### src/rtl/xcw_pkg.sv
package xcw_pkg;
  localparam int ID_W  = 16;
  localparam int VER_W = 4;
  localparam int NXT_W = 12;
  localparam int HDR_W = ID_W + VER_W + NXT_W;
  localparam int LOW_W = ID_W + VER_W;

  localparam logic [NXT_W-1:0] CHAIN_BASE = 12'h100;
  localparam logic [NXT_W-1:0] CHAIN_LAST = 12'hFF8;

  typedef enum logic [1:0] {
    OP_LOOKUP = 2'd0,
    OP_TAIL   = 2'd1,
    OP_APPEND = 2'd2,
    OP_LOOKUP2 = 2'd3
  } op_e;

  typedef enum logic [2:0] {
    EV_EMPTY,
    EV_MATCH,
    EV_TAIL,
    EV_BADPTR,
    EV_FOLLOW
  } ev_e;

  typedef enum logic [2:0] {
    S_IDLE,
    S_RD,
    S_CMP,
    S_WTAIL,
    S_WNEW,
    S_DONE
  } st_e;

  typedef struct packed {
    logic [NXT_W-1:0] nxt;
    logic [VER_W-1:0] ver;
    logic [ID_W-1:0]  id;
  } hdr_t;
endpackage

### src/rtl/xcw_hdr_eval.sv
module xcw_hdr_eval
  import xcw_pkg::*;
(
  input  hdr_t            hdr,
  input  logic            at_base,
  input  logic            match_en,
  input  logic [ID_W-1:0] want_id,
  output ev_e             ev
);
  logic bad_ptr;

  always_comb begin
    bad_ptr = (hdr.nxt[1:0] != 2'b00) || (hdr.nxt < CHAIN_BASE) || (hdr.nxt > CHAIN_LAST);
    if (at_base && (hdr == '0))               ev = EV_EMPTY;
    else if (match_en && (hdr.id == want_id)) ev = EV_MATCH;
    else if (hdr.nxt == '0)                   ev = EV_TAIL;
    else if (bad_ptr)                         ev = EV_BADPTR;
    else                                      ev = EV_FOLLOW;
  end
endmodule

### src/rtl/xcw_visit_ctr.sv
module xcw_visit_ctr #(
  parameter int LIMIT = 1024
) (
  input  logic clk,
  input  logic rst_n,
  input  logic clr,
  input  logic inc,
  output logic at_limit
);
  localparam int CW = $clog2(LIMIT + 1);
  logic [CW-1:0] cnt;

  always_ff @(posedge clk or negedge rst_n) begin
    if (!rst_n)   cnt <= '0;
    else if (clr) cnt <= '0;
    else if (inc) cnt <= cnt + 1'b1;
  end

  assign at_limit = (cnt == CW'(LIMIT - 1));
endmodule

### src/rtl/xcw_append_chk.sv
module xcw_append_chk
  import xcw_pkg::*;
#(
  parameter int MIN_BYTES = 8
) (
  input  logic [NXT_W-1:0] off,
  input  logic [NXT_W:0]   size,
  output logic             ok
);
  localparam int SUM_W = NXT_W + 2;
  localparam logic [SUM_W-1:0] SPAN = SUM_W'(1 << NXT_W);
  logic [SUM_W-1:0] end_off;

  always_comb begin
    end_off = SUM_W'(off) + SUM_W'(size);
    ok = (off[1:0] == 2'b00) && (off >= CHAIN_BASE) &&
         (size >= (NXT_W+1)'(MIN_BYTES)) && (end_off <= SPAN);
  end
endmodule

### src/rtl/xcw_walker.sv
module xcw_walker
  import xcw_pkg::*;
#(
  parameter int VISIT_LIMIT = 1024,
  parameter int MIN_BYTES   = 8
) (
  input  logic              clk,
  input  logic              rst_n,
  input  logic              start,
  input  logic [1:0]        op,
  input  logic [15:0]       cap_id,
  input  logic [3:0]        new_ver,
  input  logic [11:0]       new_off,
  input  logic [12:0]       new_size,
  output logic              busy,
  output logic              done,
  output logic              err,
  output logic [11:0]       found_off,
  output logic [11:0]       prev_off,
  output logic              mem_en,
  output logic              mem_we,
  output logic [9:0]        mem_addr,
  output logic [31:0]       mem_wdata,
  input  logic [31:0]       mem_rdata
);
  localparam int WORD_AW = NXT_W - 2;

  st_e              st;
  op_e              op_q;
  logic [ID_W-1:0]  id_q;
  logic [VER_W-1:0] ver_q;
  logic [NXT_W-1:0] noff_q, cur_q, prev_q, found_q, prevo_q;
  logic [LOW_W-1:0] tail_q;
  logic             err_q;

  hdr_t hdr;
  ev_e  ev;
  logic app_ok, at_limit, is_app, match_en, accept;

  assign hdr      = hdr_t'(mem_rdata);
  assign is_app   = (op_q == OP_APPEND);
  assign match_en = (op_q == OP_LOOKUP) || (op_q == OP_LOOKUP2);
  assign accept   = (st == S_IDLE) && start;

  xcw_hdr_eval u_eval (
    .hdr      (hdr),
    .at_base  (cur_q == CHAIN_BASE),
    .match_en (match_en),
    .want_id  (id_q),
    .ev       (ev)
  );

  xcw_visit_ctr #(.LIMIT(VISIT_LIMIT)) u_ctr (
    .clk      (clk),
    .rst_n    (rst_n),
    .clr      (accept),
    .inc      ((st == S_CMP) && (ev == EV_FOLLOW)),
    .at_limit (at_limit)
  );

  xcw_append_chk #(.MIN_BYTES(MIN_BYTES)) u_app (
    .off  (new_off),
    .size (new_size),
    .ok   (app_ok)
  );

  always_ff @(posedge clk or negedge rst_n) begin
    if (!rst_n) begin
      st      <= S_IDLE;
      op_q    <= OP_LOOKUP;
      id_q    <= '0;
      ver_q   <= '0;
      noff_q  <= '0;
      cur_q   <= '0;
      prev_q  <= '0;
      found_q <= '0;
      prevo_q <= '0;
      tail_q  <= '0;
      err_q   <= 1'b0;
    end else begin
      case (st)
        S_IDLE: if (start) begin
          op_q    <= op_e'(op);
          id_q    <= cap_id;
          ver_q   <= new_ver;
          noff_q  <= new_off;
          cur_q   <= CHAIN_BASE;
          prev_q  <= '0;
          found_q <= '0;
          prevo_q <= '0;
          err_q   <= 1'b0;
          if (op_e'(op) == OP_APPEND && !app_ok) begin
            err_q <= 1'b1;
            st    <= S_DONE;
          end else if (op_e'(op) == OP_APPEND && new_off == CHAIN_BASE) begin
            found_q <= new_off;
            st      <= S_WNEW;
          end else begin
            st <= S_RD;
          end
        end
        S_RD: st <= S_CMP;
        S_CMP: begin
          case (ev)
            EV_EMPTY: begin
              err_q <= is_app;
              st    <= S_DONE;
            end
            EV_MATCH: begin
              found_q <= cur_q;
              prevo_q <= prev_q;
              st      <= S_DONE;
            end
            EV_TAIL: begin
              prevo_q <= cur_q;
              if (is_app) begin
                tail_q  <= mem_rdata[LOW_W-1:0];
                found_q <= noff_q;
                st      <= S_WTAIL;
              end else begin
                st <= S_DONE;
              end
            end
            EV_BADPTR: begin
              err_q <= 1'b1;
              st    <= S_DONE;
            end
            default: begin
              if (at_limit) begin
                err_q <= 1'b1;
                st    <= S_DONE;
              end else begin
                prev_q <= cur_q;
                cur_q  <= hdr.nxt;
                st     <= S_RD;
              end
            end
          endcase
        end
        S_WTAIL: st <= S_WNEW;
        S_WNEW:  st <= S_DONE;
        default: st <= S_IDLE;
      endcase
    end
  end

  always_comb begin
    mem_en    = 1'b0;
    mem_we    = 1'b0;
    mem_addr  = cur_q[NXT_W-1:2];
    mem_wdata = '0;
    case (st)
      S_RD: mem_en = 1'b1;
      S_WTAIL: begin
        mem_en    = 1'b1;
        mem_we    = 1'b1;
        mem_wdata = {noff_q, tail_q};
      end
      S_WNEW: begin
        mem_en    = 1'b1;
        mem_we    = 1'b1;
        mem_addr  = noff_q[NXT_W-1:2];
        mem_wdata = {{NXT_W{1'b0}}, ver_q, id_q};
      end
      default: ;
    endcase
  end

  assign busy      = (st != S_IDLE);
  assign done      = (st == S_DONE);
  assign err       = err_q;
  assign found_off = found_q;
  assign prev_off  = prevo_q;

  logic unused_aw;
  assign unused_aw = (WORD_AW == 10);
endmodule

### config.mk
export PLATFORM = sky130hd
export DESIGN_NAME = xcw_walker
export DESIGN_NICKNAME = d
export VERILOG_FILES = /design/src/rtl/xcw_pkg.sv /design/src/rtl/xcw_hdr_eval.sv /design/src/rtl/xcw_visit_ctr.sv /design/src/rtl/xcw_append_chk.sv /design/src/rtl/xcw_walker.sv
export SDC_FILE = /design/constraint.sdc
export NUM_CORES = 1
export LEC_CHECK = 0
export ABC_AREA = 1
export BUFFER_PORTS_ARGS = -buffer_cell sky130_fd_sc_hd__buf_2
export CORE_ASPECT_RATIO = 2
export CORE_MARGIN = 3
export CORE_UTILIZATION = 45
export DETAILED_ROUTE_END_ITERATION = 8
export HOLD_SLACK_MARGIN = 0.15
export PLACE_DENSITY = 0.77
export SLEW_MARGIN = 5
export SYNTH_ARGS = -nofsm -noshare
export SYNTH_HDL_FRONTEND = slang
export SYNTH_HIERARCHICAL = 1
export SYNTH_SLANG_ARGS = --single-unit
### constraint.sdc
create_clock -name clk -period 3.4 [get_ports clk]
set_clock_uncertainty 0.05 [all_clocks]
set_input_delay 0.51 -clock clk [delete_from_list [all_inputs] [get_ports clk]]
set_output_delay 0.51 -clock clk [all_outputs]
set_load 0.005 [all_outputs]
==> results.sh, run 1 <==
export IMPL_syn_avg_cell_area_um2=6.89
export IMPL_drive_gt1_frac=0.192
export IMPL_cts_made_buffers=17
export IMPL_worstMarginPinSlew_ns=0.749
export IMPL_die_w_um=95.0
export IMPL_clkTransAtPathRegs_ns=0.06
export IMPL_port_buffers=152
export IMPL_synthesis_area_mm2=0.00713
export IMPL_hold_violations=0
export IMPL_initial_core_util=0.462
export IMPL_postRouteAntennaNets=0
export IMPL_area_growth_pct=20.6
export IMPL_antennaDiodeCount=0
export IMPL_vias=7153
export IMPL_synth_edf_count=0
export IMPL_synth_cells=1036
export IMPL_synth_ff_type="dfrtp_1"
export IMPL_setup_viol=0
export IMPL_status="finished clean"
export IMPL_dr_pass1_iters=6
export IMPL_cts_tree="yes"
export IMPL_h_tree_depth=4
export IMPL_cts_setup_buffers=0
export IMPL_drc=0
export IMPL_total_power_mw=6.06
export IMPL_post_dp_cell_area_mm2=0.00801
export IMPL_fin_area_mm2=0.00860
export IMPL_gp_congestion=0.950
export IMPL_crit_type="reg -> reg"
export IMPL_antenna_found_initial=0
export IMPL_cp_start_kind="flop"
export IMPL_seq_area_frac_synth=0.410
export IMPL_grt_max_degree=57
export IMPL_fin_nets=1280
export IMPL_final_cell_mix="nand2_1 (354), buf_2 (151), inv_1 (126)"
export IMPL_synth_distinct_cells=42
export IMPL_clock_sinks=117
export IMPL_cap_violations=0
export IMPL_dieArea_mm2=0.0175
export IMPL_final_period_utilization=0.863
export IMPL_viasPerCell=5.13
export IMPL_ys_ff_latch=117
export IMPL_synthTopCellsByArea="dfrtp_1 (41%), nand2_1 (19%), o21ai_0 (6.8%)"
export IMPL_endpoint_kind="flop"
export IMPL_cp_common_cell="nand2_1"
export IMPL_cts_root_buf="clkbuf_16"
export IMPL_rows=64
export IMPL_fmax_mhz=341
export IMPL_core_area_mm2=0.0155
export IMPL_crit_chain="inv_1, nand4_1, nor3_1, nand2_1, nor2_1, nand3_1, nand3_1, nand2_1, nor4_1, buf_4, nor2_4, inv_1, nand2_1, nor2_1, nand2_1, nand2_1, nor2_1"
export IMPL_slew_headroom=0.501
export IMPL_rsz0062_at_grt="false"
export IMPL_place_inst=1361
export IMPL_drt_initial_drc_count=446
export IMPL_p_leak_nw=4.65
export IMPL_fin_setup_tns_ns=0
export IMPL_dp_hpwl_mm=15.9
export IMPL_routedWlPerCell_um=15.0
export IMPL_cp_required_ns=3.65
export IMPL_path_max_fanout=5
export IMPL_p_per_area_mw_per_mm2=704
export IMPL_hp_class="in -> reg"
export IMPL_ir_worst_vdd_mv=0.353
export IMPL_grt_pass1_wl_mm=33.7
export IMPL_syn_num_nets=1133
export IMPL_instances_no_fill=1394
export IMPL_async_reset_ff_frac=1.00
export IMPL_ios=153
export IMPL_grt_usage=0.248
export IMPL_slew_violations=0
export IMPL_grt_pass1_vias=7230
export IMPL_clockBufferDepth=2
export IMPL_finalWirelength_mm=20.9
export IMPL_overflow=0
export IMPL_yosys_warnings=6
export IMPL_worstSkewPairLatency_ns=0.41
export IMPL_die_h_um=184
export IMPL_final_common_cell="nand2_1"
export IMPL_crit_buf_inv=3
export IMPL_yosys_area_top_type="dfrtp_1"
export IMPL_critPathSlowestCell="nor3_1"
export IMPL_critPathTopFamily="simple AND/OR/NAND/NOR gates"
export IMPL_fin_crit_ns=2.93
export IMPL_synth_top_area_frac=0.410
export IMPL_critical_path_max_stage_delay_ns=0.45
export IMPL_arrival_ns=3.18
## final timing paths
path	startpoint	endpoint	slack (ns)	depth (start not counted)
min in group asynchronous	rst_n	tail_q[10]$_DFFE_PN0P_	0.64	2
max in group asynchronous	rst_n	u_ctr/cnt[6]$_DFFE_PN0P_	1.81	3
worst min-delay path	cap_id[9]	id_q[9]$_DFFE_PN0P_	0.24	3
worst max-delay path	cur_q[11]$_DFFE_PN0P_	u_ctr/cnt[10]$_DFFE_PN0P_	0.47	17
worst max register to register	cur_q[11]$_DFFE_PN0P_	u_ctr/cnt[10]$_DFFE_PN0P_	0.47	17
worst min register to register	found_off[3]$_DFFE_PN0P_	found_off[3]$_DFFE_PN0P_	0.43	2
## synth_stat cells (6+ instances only)
cell type,count
o21ai_0,97
inv_1,126
nand3_1,62
a21oi_1,36
buf_4,10
nand2_1,354
inv_2,6
clkbuf_1,10
ha_1,14
nor2_1,106
nand4_1,9
buf_2,13
dfrtp_1,117
o21ai_1,16
## sequential cells by signal (all words and copies together) (netlist names)
register,cells
prev_off,12
tail_q,20
u_ctr/cnt,11
noff_q,12
found_off,12
cur_q,12
err,1
prev_q,12
st,3
ver_q,4
op_q,2
id_q,16
## power by group
part / internal (mW) / switching [mW] / leakage (nW) / total, mW
Combinational: 0.759 / 1.45 / 2.92 / 2.20
Clock: 1.10 / 0.654 / 0.274 / 1.75
Sequential: 1.81 / 0.287 / 1.46 / 2.10
## cell type report
class,count,area (um^2)
sequential,117,2930
tap,198,248
fill,1523,6850
multi-input combinational,747,3470
clock inverter,11,128
inverter,132,495
timing repair buffer,168,886
clock buffer,21,450
## cells by family (layout without fill, tap and decap cells)
family	after synthesis	count (layout)	share of synthesized area
xor+xnor	4	4	0.00491
buf+inv	172	332	0.104
flops	117	117	0.410
simple gates	566	566	0.334
compound gates	162	162	0.119
fa+ha+maj	15	15	0.0274
## metrics by stage
stage	setup slack, ns	hold WS (ns)	util
2_1_floorplan	0.802	0.164	-
3_3_place_gp	0.499	0.412	0.519
3_5_place_dp	0.502	0.415	0.519
4_1_cts	0.474	0.230	0.557
5_1_grt	0.158	0.243	0.557
6_report	0.466	0.240	0.557
## layer usage
layer | up-vias | part of all wire | global-route usage
met3 | 80 | 0.046 | 0.0410
li1 | 3536 | - | -
met5 | - | 0 | 0
met2 | 232 | 0.52 | 0.441
met4 | 0 | 0.063 | 0.165
met1 | 3305 | 0.37 | 0.260
## timing repair
action / in CTS / in global routing
hold buffers: 1 / 0
endpoints found under the hold margin: 24 / 0
resized for setup: 0 / 0
## worst register-to-register path, cell delays in order, from the launching register on
cell     delay [ns]
dfrtp_1        0.40
inv_1          0.17
nand4_1        0.19
nor3_1         0.45
nand2_1        0.11
nor2_1         0.12
nand3_1        0.11
nand3_1        0.10
nand2_1        0.11
nor4_1         0.28
buf_4          0.20
nor2_4         0.06
inv_1          0.10
nand2_1        0.08
nor2_1         0.14
nand2_1        0.07
nand2_1        0.05
nor2_1         0.05
Note: power is estimated with default switching activity, not from simulation.
==> run 2: changes to the inputs <==
--- a/config.mk
+++ b/config.mk
@@ -12,9 +12,10 @@
 export CORE_UTILIZATION = 45
 export DETAILED_ROUTE_END_ITERATION = 8
 export HOLD_SLACK_MARGIN = 0.15
-export PLACE_DENSITY = 0.77
+export PLACE_DENSITY = 0.73
 export SLEW_MARGIN = 5
 export SYNTH_ARGS = -nofsm -noshare
 export SYNTH_HDL_FRONTEND = slang
 export SYNTH_HIERARCHICAL = 1
 export SYNTH_SLANG_ARGS = --single-unit
+export TNS_END_PERCENT = 10
==> results.sh, run 2 (synthesis gave the netlist of run 1 again) <==
export IMPL_rows=64
export IMPL_r2r_start="cur_q[10]$_DFFE_PN0P_"
export IMPL_final_common_cell="nand2_1"
export IMPL_crit_type="reg -> out"
export IMPL_cap_violations=0
export IMPL_clkTransAtPathRegs_ns=0.06
export IMPL_die_h_um=184
export IMPL_cts_setup_buffers=0
export IMPL_ir_worst_vdd_mv=0.419
export IMPL_worstSkewPairLatency_ns=0.41
export IMPL_cts_tree="yes"
export IMPL_critPathSlowestCell="nand2_1"
export IMPL_port_buffers=152
export IMPL_r2r_slack_ns=0.55
export IMPL_endpoint_kind="output pin"
export IMPL_rsz0062_at_grt="false"
export IMPL_dieArea_mm2=0.0175
export IMPL_cts_resized_gates=0
export IMPL_drt_initial_drc_count=457
export IMPL_dr_pass1_iters=5
export IMPL_cts_made_buffers=17
export IMPL_largest_register_ffs=20
export IMPL_viasPerCell=5.17
export IMPL_fin_area_mm2=0.00858
export IMPL_post_dp_cell_area_mm2=0.00800
export IMPL_largest_register="tail_q"
export IMPL_core_area_mm2=0.0155
export IMPL_h_tree_depth=4
export IMPL_slew_violations=0
export IMPL_initial_core_util=0.462
export IMPL_final_period_utilization=0.883
export IMPL_fin_crit_ns=3.00
export IMPL_vias=7187
export IMPL_drc=0
export IMPL_r2r_end="found_off[10]$_DFFE_PN0P_"
export IMPL_top_regs="tail_q x20, id_q x16"
export IMPL_gp_congestion=0.886
export IMPL_critical_path_max_stage_delay_ns=0.51
export IMPL_die_w_um=95.0
export IMPL_postCtsHoldBufs=0
export IMPL_overflow=0
export IMPL_clockBufferDepth=2
export IMPL_ios=153
export IMPL_dp_slack_ns=0.506
export IMPL_critPathTopFamily="simple AND/OR/NAND/NOR gates"
export IMPL_crit_chain="nor2_1, buf_4, nand2_1, o21ai_0, buf_2"
export IMPL_postRouteAntennaNets=0
export IMPL_p_per_area_mw_per_mm2=708
export IMPL_final_cell_mix="nand2_1 (354), buf_2 (151), inv_1 (126)"
export IMPL_arrival_ns=2.44
export IMPL_antennaDiodeCount=0
export IMPL_fmax_mhz=333
export IMPL_clock_sinks=117
export IMPL_grt_max_degree=62
export IMPL_r2r_cells=15
export IMPL_crit_buf_inv=2
export IMPL_cts_root_buf="clkbuf_16"
export IMPL_p_leak_nw=4.63
export IMPL_total_power_mw=6.07
export IMPL_fin_setup_tns_ns=0
export IMPL_grt_pass1_vias=7103
export IMPL_post_route_worst_setup_slack_ns=0.398
export IMPL_area_growth_pct=20.3
export IMPL_cp_required_ns=2.84
export IMPL_drive_gt1_frac=0.192
export IMPL_status="finished clean"
export IMPL_dp_hpwl_mm=16.0
export IMPL_worstMarginPinSlew_ns=0.840
export IMPL_hp_class="in -> async"
export IMPL_path_max_fanout=21
export IMPL_antenna_found_initial=1
export IMPL_grt_pass1_wl_mm=34.2
export IMPL_slew_headroom=0.439
export IMPL_finalWirelength_mm=21.5
export IMPL_cp_start_kind="flop"
export IMPL_grt_usage=0.255
export IMPL_routedWlPerCell_um=15.5
export IMPL_holdWs_ns=0.131
export IMPL_hold_violations=0
export IMPL_fin_nets=1275
export IMPL_setup_viol=0
==> run 2: cell types whose count changed in the layout (fill, tap and decap cells not counted), sizes merged <==
| cell | change |
|---|---|
| clkinv | +2 |
| dlygate4sd3 | -1 |
| clkinvlp | +1 |
| buf | -4 |
| inv | +1 |
| clkbuf | -4 |
==> run 2: per-stage QoR <==
stage | utilization | instances
2_1_floorplan | - | 1036
3_3_place_gp | 0.517 | 1357
3_5_place_dp | 0.517 | 1357
4_1_cts | 0.555 | 1389
5_1_grt | 0.555 | 1389
6_report | 0.555 | 1389
==> run 2: layout make-up <==
class	count	area, um^2
Clock inverter	15	158
Clock buffer	17	425
Inverter	132	495
Sequential cell	117	2930
Tap cell	198	248
Multi-Input combinational cell	747	3470
Timing Repair Buffer	163	858
Fill cell	1573	6880
==> run 2: worst reg2reg max path: stages (launching register included) <==
cell and delay (ns):
dfrtp_1 0.40, inv_1 0.14, nand4_1 0.15, nor3_1 0.32, nand2_1 0.09, nor2_1 0.11, nand3_1 0.10, nand3_1 0.10
nand2_1 0.11, nor2_1 0.16, nand3_1 0.17, nand3_1 0.11, nand2_1 0.31, inv_2 0.31, nand2_1 0.09, nand2_1 0.07
==> run 2: routing by layer <==
layer / part of all wire / track usage
met2: 0.54 / 0.462
met1: 0.35 / 0.268
met3: 0.056 / 0.0520
met4: 0.051 / 0.138
met5: 0.00060 / 0
==> run 2: report_power, final <==
part	internal (mW)	leakage (nW)	switching [mW]
clock network	1.08	0.276	0.692
registers	1.81	1.46	0.282
logic	0.753	2.90	1.45
==> run 2: how the worst max path moves through the flow <==
stage | from | depth (start not counted) | slack [ns] | end
final | st[1]$_DFFE_PN0N_ | 5 | 0.40 | mem_addr[6]
after global placement | new_off[0] | 21 | 0.52 | found_off[8]$_DFFE_PN0P_
after floorplan | op_q[1]$_DFFE_PN0P_ | 19 | 0.80 | u_ctr/cnt[10]$_DFFE_PN0P_
after global routing | cur_q[10]$_DFFE_PN0P_ | 15 | 0.24 | found_off[10]$_DFFE_PN0P_
after CTS | st[1]$_DFFE_PN0N_ | 5 | 0.42 | mem_addr[6]
after detailed placement | new_off[0] | 21 | 0.51 | found_off[8]$_DFFE_PN0P_
==> run 3: changes to the inputs <==
--- a/config.mk
+++ b/config.mk
@@ -5,17 +5,16 @@
 export SDC_FILE = /design/constraint.sdc
 export NUM_CORES = 1
 export LEC_CHECK = 0
-export ABC_AREA = 1
+export ABC_AREA = 0
 export BUFFER_PORTS_ARGS = -buffer_cell sky130_fd_sc_hd__buf_2
 export CORE_ASPECT_RATIO = 2
 export CORE_MARGIN = 3
 export CORE_UTILIZATION = 45
 export DETAILED_ROUTE_END_ITERATION = 8
 export HOLD_SLACK_MARGIN = 0.15
-export PLACE_DENSITY = 0.73
+export PLACE_DENSITY = 0.74
 export SLEW_MARGIN = 5
 export SYNTH_ARGS = -nofsm -noshare
 export SYNTH_HDL_FRONTEND = slang
 export SYNTH_HIERARCHICAL = 1
 export SYNTH_SLANG_ARGS = --single-unit
-export TNS_END_PERCENT = 10
==> results.sh, run 3 <==
export IMPL_synthTopCellsByArea="dfrtp_1 (45%), mux2_2 (12%), a22o_1 (5.9%)"
export IMPL_routedWlPerCell_um=20.0
export IMPL_synthesis_area_mm2=0.00657
export IMPL_synth_top_family_by_area="compound AO/OA/AOI/OAI gates"
export IMPL_rows=61
export IMPL_post_dp_cell_area_mm2=0.00763
export IMPL_grt_pass1_vias=5920
export IMPL_largest_register="tail_q"
export IMPL_viasPerCell=5.91
export IMPL_final_util=0.589
export IMPL_path_max_fanout=7
export IMPL_final_period_utilization=0.956
export IMPL_grt_pass1_wl_mm=30.8
export IMPL_fin_crit_ns=3.25
export IMPL_dr_pass1_iters=5
export IMPL_synth_compound_area_frac=0.155
export IMPL_pwr_share_seq=0.359
export IMPL_status="finished clean"
export IMPL_syn_avg_cell_area_um2=10.9
export IMPL_die_w_um=91.5
export IMPL_arrival_ns=3.50
export IMPL_area_growth_pct=26.5
export IMPL_final_cell_mix="buf_2 (151), dfrtp_1 (117), mux2_2 (72)"
export IMPL_yosys_warnings=6
export IMPL_antennaDiodeCount=0
export IMPL_ios=153
export IMPL_fin_area_mm2=0.00832
export IMPL_fin_setup_tns_ns=0
export IMPL_yosys_area_share_xor_xnor=0.0333
export IMPL_drc=0
export IMPL_yosys_area_share_adder=0.0297
export IMPL_power_net_switching_mw=2.04
export IMPL_cap_violations=0
export IMPL_drive_gt1_frac=0.396
export IMPL_holdWs_ns=0.172
export IMPL_seq_area_frac_synth=0.445
export IMPL_h_tree_depth=4
export IMPL_post_route_worst_setup_slack_ns=0.150
export IMPL_cp_start_kind="flop"
export IMPL_synth_edf_count=0
export IMPL_largest_register_ffs=20
export IMPL_top_regs="tail_q x20, id_q x16"
export IMPL_clock_sinks=117
export IMPL_cts_tree="yes"
export IMPL_fmax_mhz=308
export IMPL_rsz0062_at_grt="true"
export IMPL_yosys_area_top_type="dfrtp_1"
export IMPL_p_per_area_mw_per_mm2=731
export IMPL_synth_common_cells="dfrtp_1 (117), mux2_2 (72), nand2_1 (53), a22o_1 (44), a21oi_1 (27)"
export IMPL_cp_required_ns=3.65
export IMPL_fin_nets=868
export IMPL_gp_congestion=0.910
export IMPL_nFillCells=1172
export IMPL_swShare=0.335
export IMPL_hp_class="in -> async"
export IMPL_cts_root_buf="clkbuf_16"
export IMPL_crit_type="reg -> reg"
export IMPL_dp_slack_ns=-0.107
export IMPL_worstMarginPinSlew_ns=0.899
export IMPL_place_inst=940
export IMPL_finalWirelength_mm=19.4
export IMPL_combPwrFrac=0.314
export IMPL_power_internal_mw=4.05
export IMPL_endpoint_kind="flop"
export IMPL_p_leak_nw=4.03
export IMPL_dieArea_mm2=0.0162
export IMPL_cts_made_buffers=17
export IMPL_async_reset_ff_frac=1.00
export IMPL_yosysMostFrequentCell="dfrtp_1"
export IMPL_die_h_um=177
export IMPL_total_power_mw=6.08
export IMPL_clockBufferDepth=2
export IMPL_power_frac_clock=0.326
export IMPL_synth_cells=605
export IMPL_slew_headroom=0.401
export IMPL_synth_top_area_frac=0.445
export IMPL_overflow=0
export IMPL_syn_num_nets=702
export IMPL_grt_usage=0.242
export IMPL_core_area_mm2=0.0141
export IMPL_final_common_cell="buf_2"
export IMPL_vias=5742
export IMPL_hold_violations=0
export IMPL_dp_hpwl_mm=14.4
export IMPL_initial_core_util=0.466
export IMPL_instances_no_fill=972
export IMPL_antenna_found_initial=0
export IMPL_setup_viol=0
export IMPL_drt_initial_drc_count=361
export IMPL_worstSkewPairLatency_ns=0.41
export IMPL_synthMuxAreaShare=0.153
export IMPL_grt_max_degree=70
export IMPL_postRouteAntennaNets=0
export IMPL_synth_simple_area_share=0.144
export IMPL_clkTransAtPathRegs_ns=0.06
export IMPL_port_buffers=152
export IMPL_ir_worst_vdd_mv=0.390
export IMPL_ys_ff_latch=117
export IMPL_synth_ff_type="dfrtp_1"
export IMPL_synth_distinct_cells=64
export IMPL_slew_violations=0
## run 3: per-layer routing
layer,share of wire,track usage,up-vias,wire [um]
met3,0.051,0.0400,69,989
met2,0.55,0.451,266,10700
met1,0.35,0.257,2821,6790
li1,-,-,2586,-
met4,0.048,0.124,0,932
met5,0,0,-,0
## run 3: path summary, 6_finish.rpt
kind	depth (start not counted)	startpoint	to	slack [ns]
max	11	cur_q[8]$_DFFE_PN0P_	u_ctr/cnt[9]$_DFFE_PN0P_	0.15
min	1	rst_n	prev_off[10]$_DFFE_PN0P_	0.17
max reg2reg	11	cur_q[8]$_DFFE_PN0P_	u_ctr/cnt[9]$_DFFE_PN0P_	0.15
min reg2reg	2	prev_off[10]$_DFFE_PN0P_	prev_off[10]$_DFFE_PN0P_	0.42
max in group asynchronous	2	rst_n	id_q[14]$_DFFE_PN0P_	2.34
min in group clk	2	cap_id[13]	id_q[13]$_DFFE_PN0P_	0.27
## run 3: logic make-up (layout without fill, tap and decap cells)
| logic type | Yosys count | count (layout) |
|---|---|---|
| simple gates | 171 | 171 |
| compound gates | 136 | 136 |
| flops | 117 | 117 |
| mux | 91 | 91 |
| buf+inv | 50 | 228 |
| xor+xnor | 25 | 25 |
| fa+ha+maj | 15 | 15 |
## run 3: area by class of cell
cell class	count	area, um^2	area share
Clock inverter	14	224	0.0269
Timing Repair Buffer	183	1030	0.124
Sequential cell	117	2930	0.352
Clock buffer	17	425	0.0512
Inverter	14	52.6	0.00632
Tap cell	189	236	0.0284
Multi-Input combinational cell	438	3420	0.411
## run 3: power groups by stage
stage	Combinational, mW	Sequential (mW)	Clock, mW
after global placement	1.84	2.16	0
final	1.91	2.19	1.99
after global routing	2.07	2.24	2.08
after floorplan	1.31	2.04	0
after detailed placement	1.89	2.19	0
after CTS	1.91	2.17	2.01
## run 3: worst max-delay path, cell delays in order (launching register included)
cell and delay (ns):
dfrtp_1 0.40, inv_1 0.11, nor4_1 0.26, and3_1 0.27, nand3_1 0.08, or4_1 0.54, and3_2 0.29, nor3_2 0.16
buf_4 0.16, o211ai_1 0.17, nor4_2 0.31, mux2_1 0.35
## run 3: timing repair
| action | CTS | global route |
|---|---|---|
| endpoints found under the setup margin | 1 | 18 |
| pin swaps | 0 | 2 |
| hold buffers | 0 | 0 |
| buffers inserted | 0 | 1 |
| gates resized for setup | 1 | 5 |
